### src/rtl/xip_exit_pkg.sv
package xip_exit_pkg;

    typedef enum logic [2:0] {
        ST_IDLE  = 3'd0,
        ST_SETUP = 3'd1,
        ST_HIGH  = 3'd2,
        ST_LOW   = 3'd3,
        ST_GAP   = 3'd4
    } seq_state_e;

    localparam int NUM_FRAMES = 8;
    localparam int NUM_EXIT   = 6;
    localparam int IDX_W      = $clog2(NUM_FRAMES);
    localparam int PULSE_W    = 6;

    localparam logic [7:0] OPC_RESET_ARM = 8'h66;
    localparam logic [7:0] OPC_RESET_GO  = 8'h99;

    function automatic logic [PULSE_W-1:0] pulses_for(input logic [IDX_W-1:0] idx);
        case (idx)
            3'd0:    pulses_for = 6'd7;
            3'd1:    pulses_for = 6'd9;
            3'd2:    pulses_for = 6'd13;
            3'd3:    pulses_for = 6'd17;
            3'd4:    pulses_for = 6'd25;
            3'd5:    pulses_for = 6'd33;
            default: pulses_for = 6'd8;
        endcase
    endfunction

endpackage

### src/rtl/xip_exit_timer.sv
module xip_exit_timer #(
    parameter int TW = 8
) (
    input  logic          clk,
    input  logic          rst_n,
    input  logic          load_i,
    input  logic [TW-1:0] len_i,
    output logic          last_o
);
    logic [TW-1:0] cnt_d, cnt_q;

    always_comb begin
        cnt_d = cnt_q;
        if (load_i) begin
            cnt_d = len_i - TW'(1);
        end else if (cnt_q != '0) begin
            cnt_d = cnt_q - TW'(1);
        end
    end

    always_ff @(posedge clk or negedge rst_n) begin
        if (!rst_n) cnt_q <= '0;
        else        cnt_q <= cnt_d;
    end

    assign last_o = (cnt_q == '0);
endmodule

### src/rtl/xip_exit_frame_plan.sv
module xip_exit_frame_plan
    import xip_exit_pkg::*;
(
    input  logic [IDX_W-1:0]   idx_i,
    output logic [PULSE_W-1:0] pulses_o,
    output logic               is_cmd_o,
    output logic [7:0]         opcode_o,
    output logic               last_frame_o
);
    always_comb begin
        pulses_o     = pulses_for(idx_i);
        is_cmd_o     = (int'(idx_i) >= NUM_EXIT);
        opcode_o     = (int'(idx_i) == NUM_EXIT) ? OPC_RESET_ARM : OPC_RESET_GO;
        last_frame_o = (int'(idx_i) == NUM_FRAMES - 1);
    end
endmodule

### src/rtl/xip_exit_lane_drv.sv
module xip_exit_lane_drv #(
    parameter int LANES = 4
) (
    input  logic             active_i,
    input  logic             is_cmd_i,
    input  logic             bit_i,
    output logic [LANES-1:0] dq_o,
    output logic [LANES-1:0] oe_o
);
    for (genvar g = 0; g < LANES; g++) begin : g_lane
        if (g == 0) begin : g_serial
            assign dq_o[g] = (active_i && is_cmd_i) ? bit_i : 1'b1;
            assign oe_o[g] = active_i;
        end else begin : g_wide
            assign dq_o[g] = 1'b1;
            assign oe_o[g] = active_i && !is_cmd_i;
        end
    end
endmodule

### src/rtl/xip_exit_seq.sv
module xip_exit_seq
    import xip_exit_pkg::*;
#(
    parameter int HALF_DIV = 2,
    parameter int GAP_W    = 8,
    parameter int LANES    = 4
) (
    input  logic             clk,
    input  logic             rst_n,
    input  logic             start_i,
    input  logic [GAP_W-1:0] gap_i,
    output logic             cs_n_o,
    output logic             sck_o,
    output logic [LANES-1:0] dq_o,
    output logic [LANES-1:0] dq_oe_o,
    output logic             busy_o,
    output logic             done_o
);
    localparam int HW = $clog2(HALF_DIV + 1);
    localparam int TW = (GAP_W > HW) ? GAP_W : HW;
    localparam logic [TW-1:0] HALF_LEN = TW'(HALF_DIV);

    typedef struct packed {
        seq_state_e         state;
        logic [IDX_W-1:0]   frame;
        logic [PULSE_W-1:0] pulses;
        logic               done;
    } seq_regs_t;

    seq_regs_t r_d, r_q;

    logic               t_load;
    logic [TW-1:0]      t_len;
    logic               t_last;
    logic [PULSE_W-1:0] plan_pulses;
    logic               plan_cmd;
    logic [7:0]         plan_opc;
    logic               plan_last;
    logic [TW-1:0]      gap_eff;
    logic               in_frame;
    logic               ser_bit;

    xip_exit_timer #(.TW(TW)) u_timer (
        .clk    (clk),
        .rst_n  (rst_n),
        .load_i (t_load),
        .len_i  (t_len),
        .last_o (t_last)
    );

    xip_exit_frame_plan u_plan (
        .idx_i        (r_q.frame),
        .pulses_o     (plan_pulses),
        .is_cmd_o     (plan_cmd),
        .opcode_o     (plan_opc),
        .last_frame_o (plan_last)
    );

    assign gap_eff = (gap_i == '0) ? TW'(1) : TW'(gap_i);

    always_comb begin
        r_d      = r_q;
        r_d.done = 1'b0;
        t_load   = 1'b0;
        t_len    = HALF_LEN;
        case (r_q.state)
            ST_IDLE: begin
                if (start_i) begin
                    r_d.state  = ST_SETUP;
                    r_d.frame  = '0;
                    r_d.pulses = '0;
                    t_load     = 1'b1;
                end
            end
            ST_SETUP: begin
                if (t_last) begin
                    r_d.state = ST_HIGH;
                    t_load    = 1'b1;
                end
            end
            ST_HIGH: begin
                if (t_last) begin
                    r_d.state  = ST_LOW;
                    r_d.pulses = r_q.pulses + PULSE_W'(1);
                    t_load     = 1'b1;
                end
            end
            ST_LOW: begin
                if (t_last) begin
                    t_load = 1'b1;
                    if (r_q.pulses == plan_pulses) begin
                        r_d.state = ST_GAP;
                        t_len     = gap_eff;
                    end else begin
                        r_d.state = ST_HIGH;
                    end
                end
            end
            ST_GAP: begin
                if (t_last) begin
                    if (plan_last) begin
                        r_d.state = ST_IDLE;
                        r_d.done  = 1'b1;
                    end else begin
                        r_d.state  = ST_SETUP;
                        r_d.frame  = r_q.frame + IDX_W'(1);
                        r_d.pulses = '0;
                        t_load     = 1'b1;
                    end
                end
            end
            default: r_d.state = ST_IDLE;
        endcase
    end

    always_ff @(posedge clk or negedge rst_n) begin
        if (!rst_n) begin
            r_q.state  <= ST_IDLE;
            r_q.frame  <= '0;
            r_q.pulses <= '0;
            r_q.done   <= 1'b0;
        end else begin
            r_q <= r_d;
        end
    end

    assign in_frame = (r_q.state == ST_SETUP) || (r_q.state == ST_HIGH) ||
                      (r_q.state == ST_LOW);
    assign ser_bit  = (r_q.pulses < PULSE_W'(8)) ?
                      plan_opc[3'd7 - r_q.pulses[2:0]] : 1'b1;

    xip_exit_lane_drv #(.LANES(LANES)) u_lanes (
        .active_i (in_frame),
        .is_cmd_i (plan_cmd),
        .bit_i    (ser_bit),
        .dq_o     (dq_o),
        .oe_o     (dq_oe_o)
    );

    assign cs_n_o = !in_frame;
    assign sck_o  = (r_q.state == ST_HIGH);
    assign busy_o = (r_q.state != ST_IDLE);
    assign done_o = r_q.done;
endmodule

### config.mk
export PLATFORM = sky130hd
export DESIGN_NAME = xip_exit_seq
export DESIGN_NICKNAME = d
export VERILOG_FILES = /design/src/rtl/xip_exit_pkg.sv /design/src/rtl/xip_exit_timer.sv /design/src/rtl/xip_exit_frame_plan.sv /design/src/rtl/xip_exit_lane_drv.sv /design/src/rtl/xip_exit_seq.sv
export SDC_FILE = /design/constraint.sdc
export NUM_CORES = 1
export LEC_CHECK = 0
export BUFFER_PORTS_ARGS = -buffer_cell sky130_fd_sc_hd__buf_2
export CORE_MARGIN = 5
export CORE_UTILIZATION = 50
export CTS_CLUSTER_SIZE = 24
export DETAILED_ROUTE_END_ITERATION = 8
export PLACE_DENSITY = 0.71
export SETUP_SLACK_MARGIN = 0.05
export SKIP_LAST_GASP = 1
export SYNTH_ARGS = -nofsm -noshare
export SYNTH_HDL_FRONTEND = slang
export SYNTH_HIERARCHICAL = 1
export SYNTH_SLANG_ARGS = --single-unit
### constraint.sdc
create_clock -name clk -period 3.83 [get_ports clk]
set_input_delay 0.766 -clock clk [delete_from_list [all_inputs] [get_ports clk]]
set_output_delay 0.766 -clock clk [all_outputs]
set_load 0.02 [all_outputs]
==> flow_summary.toml <==
[critical_path]
cp-end-kind = "flip-flop"
cp.required_ps = 4030
path_cells = "or4_4 > nor2_8 > inv_1 > nor4_4 > nand2b_1 > mux2i_1 > ha_1 > o21ai_0 > xnor2_1 > a22o_1"
critPathMaxStageDelay_ps = 610
crit_slowest_cell = "or4_4"
arrival_ps = 3480
worstSetupPathType = "reg -> reg"
critPathLaunchType = "flip-flop"
cp_max_fo = 15

[floorplan]
fp-row-count = 21
core_um2 = 3337
die_w_um = 68.83
die_y_um = 68.83
design.die.area_um2 = 4738
initial_utilization_pct = 51.86
io_pins = 23

[global_route]
grt_pass1_wl_um = 6258
overflow = 0
grt_start_max_net_pins = 22
antenna_found_initial = 0
grtUsageTotal_pct = 17.31
grt_pass1_vias = 1376

[routing]
wl_um = 3549
firstDrtPassIters = 4
drc = 0
drt_iter0_drc = 86
wl_per_cell_um = 14.85
viasPerCell = 5.657
vias = 1352
antenna_left = 0

[power_and_ir_drop]
switching_share_pct = 22.61
internal-power_mw = 0.2648
power_density_nw_per_um2 = 192.5
clock_power_share_pct = 31.0
p_seq_share_pct = 64.8
peakVddDrop_mv = 0.1314
p_sw_mw = 0.07735
combPwrFrac_pct = 4.2
p_leak_nw = 0.7713

[clock_network]
path_clk_slew_ps = 120
clock_path_buffers = 2
cts_buffers = 3
insertion_delay_ps = 300
htree_levels = 1
ctsResizeCount = 0
clock_sinks = 21
hold_buffers = 0
post_cts.repair.setup_buffers = 0
cts_tree = "built"
cts_root_buf = "clkbuf_4"

[sta]
rsz0062_at_grt = "false"
tightestPinTransition_ps = 698.4
finalHoldViolCount = 0
setup_tns_ps = 0
min_period_over_period_pct = 85.62
skew_ps = 2.257
max_freq_mhz = 304.9
worst_hold_slack_ps = 405.6
min_period_ps = 3279
setup_viol = 0
slew_viol_final = 0
slew_headroom_pct = 53.44

[layout]
layout_commonest_cell = "dfrtp_1"
final_cell_mix = "21 x dfrtp_1, 19 x buf_2, 12 x nand2_1, 12 x nor2_1"
area_growth_pct = 2.748
nets = 208
drive_gt1_share_pct = 22.28
fin_cells = 239
fin_area_um2 = 1778
fillers = 325
diodes = 0

[synthesis]
synth_compound_area_share_pct = 15.47
synthMuxAreaShare_pct = 6.146
syn_area_per_cell_um2 = 9.254
yosys.area_share.simple_pct = 27.69
syn_area_um2 = 1730
ys_warn_count = 6
ys_ff_latch = 21
synth_top_family_by_area = "simple AND/OR/NAND/NOR gates"
ys_seq_area_share_pct = 30.37
synth_cell_types = 59
synthArstFlopShare_pct = 100.0
synth_fa_ha_area_share_pct = 2.169
synth_xor_area_share_pct = 8.098
synth_ff_type = "dfrtp_1"
synth_edf_count = 0
synthCells = 187

[worst_hold_path]
hold_class = "in -> async"

[outcome]
status = "finished clean"

[place]
dp.cells = 235
place.gp.congestion = 0.9051
portBuffers = 19
placed_area_um2 = 1750
dp_hpwl_um = 2817

[run]
cap_violations = 0
-- power by group through the flow --
| stage | Clock [mW] | Sequential, mW | Combinational [mW] |
|---|---|---|---|
| global route | 0.122 | 0.222 | 0.0166 |
| CTS | 0.110 | 0.222 | 0.0146 |
| floorplan | 0 | 0.226 | 0.00611 |
| detailed placement | 0 | 0.226 | 0.0146 |
| finish | 0.106 | 0.222 | 0.0143 |
| global placement | 0 | 0.226 | 0.0142 |
-- cells by family (layout without fill, tap and decap cells) --
| group | after synthesis | count (layout) |
|---|---|---|
| AO/OA/AOI/OAI | 37 | 37 |
| XOR/XNOR | 16 | 16 |
| adder cells (fa/ha/maj) | 3 | 3 |
| buffers and inverters | 26 | 30 |
| flip-flops | 21 | 21 |
| multiplexers | 8 | 8 |
| other | 1 | 3 |
| AND/OR/NAND/NOR | 75 | 75 |
-- final cells by class --
type | count | area [um2] | share of cell area, %
Clock buffer | 3 | 22.52 | 1.267
Sequential cell | 21 | 525.5 | 29.56
Inverter | 6 | 22.52 | 1.267
Clock inverter | 1 | 5.005 | 0.2815
Tap cell | 46 | 57.56 | 3.237
Multi-Input combinational cell | 142 | 1042 | 58.62
Timing Repair Buffer | 20 | 102.6 | 5.771
-- layer usage --
layer | routed length, um | global-route usage, % | up-vias
met5 | 0 | 0 | -
met4 | 45 | 5.353 | 0
met3 | 131 | 2.755 | 6
met2 | 1894 | 32.06 | 35
met1 | 1477 | 20.24 | 646
li1 | - | - | 665
-- state kept, by name, indices dropped and copies added (netlist names) --
signal	flops
r_q	12
u_timer/cnt_q	8
done_o	1
-- worst paths after layout --
path / from / to / slack (ps) / depth (start not counted)
setup / recovery: u_timer/cnt_q[4]$_DFFE_PN0P_ / u_timer/cnt_q[4]$_DFFE_PN0P_ / 550 / 10
setup reg to reg: u_timer/cnt_q[4]$_DFFE_PN0P_ / u_timer/cnt_q[4]$_DFFE_PN0P_ / 550 / 10
min in group clk: r_q[4]$_DFFE_PN0P_ / r_q[4]$_DFFE_PN0P_ / 610 / 1
hold / removal: rst_n / u_timer/cnt_q[7]$_DFFE_PN0P_ / 410 / 1
max in group asynchronous: rst_n / r_q[6]$_DFFE_PN0P_ / 3090 / 1
hold reg to reg: r_q[4]$_DFFE_PN0P_ / r_q[4]$_DFFE_PN0P_ / 610 / 1
-- critical path: cells and delay by family (launching register included) --
family          cells  cell delay (ps)
fa+ha+maj           1              270
xor+xnor            1              170
flops               1              490
buf+inv             1              160
simple gates        4             1500
compound gates      2              400
mux                 1              180
-- synthesized netlist by cell type (all sizes together) (2+ instances only) --
cell    count  share of area [%]
o41ai       2                1.0
and2        7                2.5
nand2      13                3.0
a22o        2                1.0
or2         2               0.72
or4         4                2.4
o21a        3                1.3
mux2i       5                2.9
or3         2               0.72
buf        20                8.5
and3b       2                1.0
inv         6                1.3
nor3        7                2.3
nor3b       4                2.0
a21boi      2               0.87
nor2       15                4.5
a21oi       3                1.3
dfrtp      21                 30
nand3       4                1.2
xnor2       8                4.0
mux4        2                2.6
o22ai       2               0.72
nand2b      4                1.4
xor2        8                4.0
o21ai      11                3.2
nor2b       4                1.4
ha          3                2.2
nor4        3                2.8
o31ai       2               0.87
-- stage by stage --
step           power, mW  worst slack, ps  utilization [%]
4_1_cts           0.3463            584.6            53.28
3_5_place_dp      0.2405            601.0            52.46
2_1_floorplan     0.2321            772.4                -
3_3_place_gp      0.2401            709.7            52.46
5_1_grt           0.3604            354.0            53.28
6_report          0.3422            550.7            53.28
(Power assumes the default switching activity.)
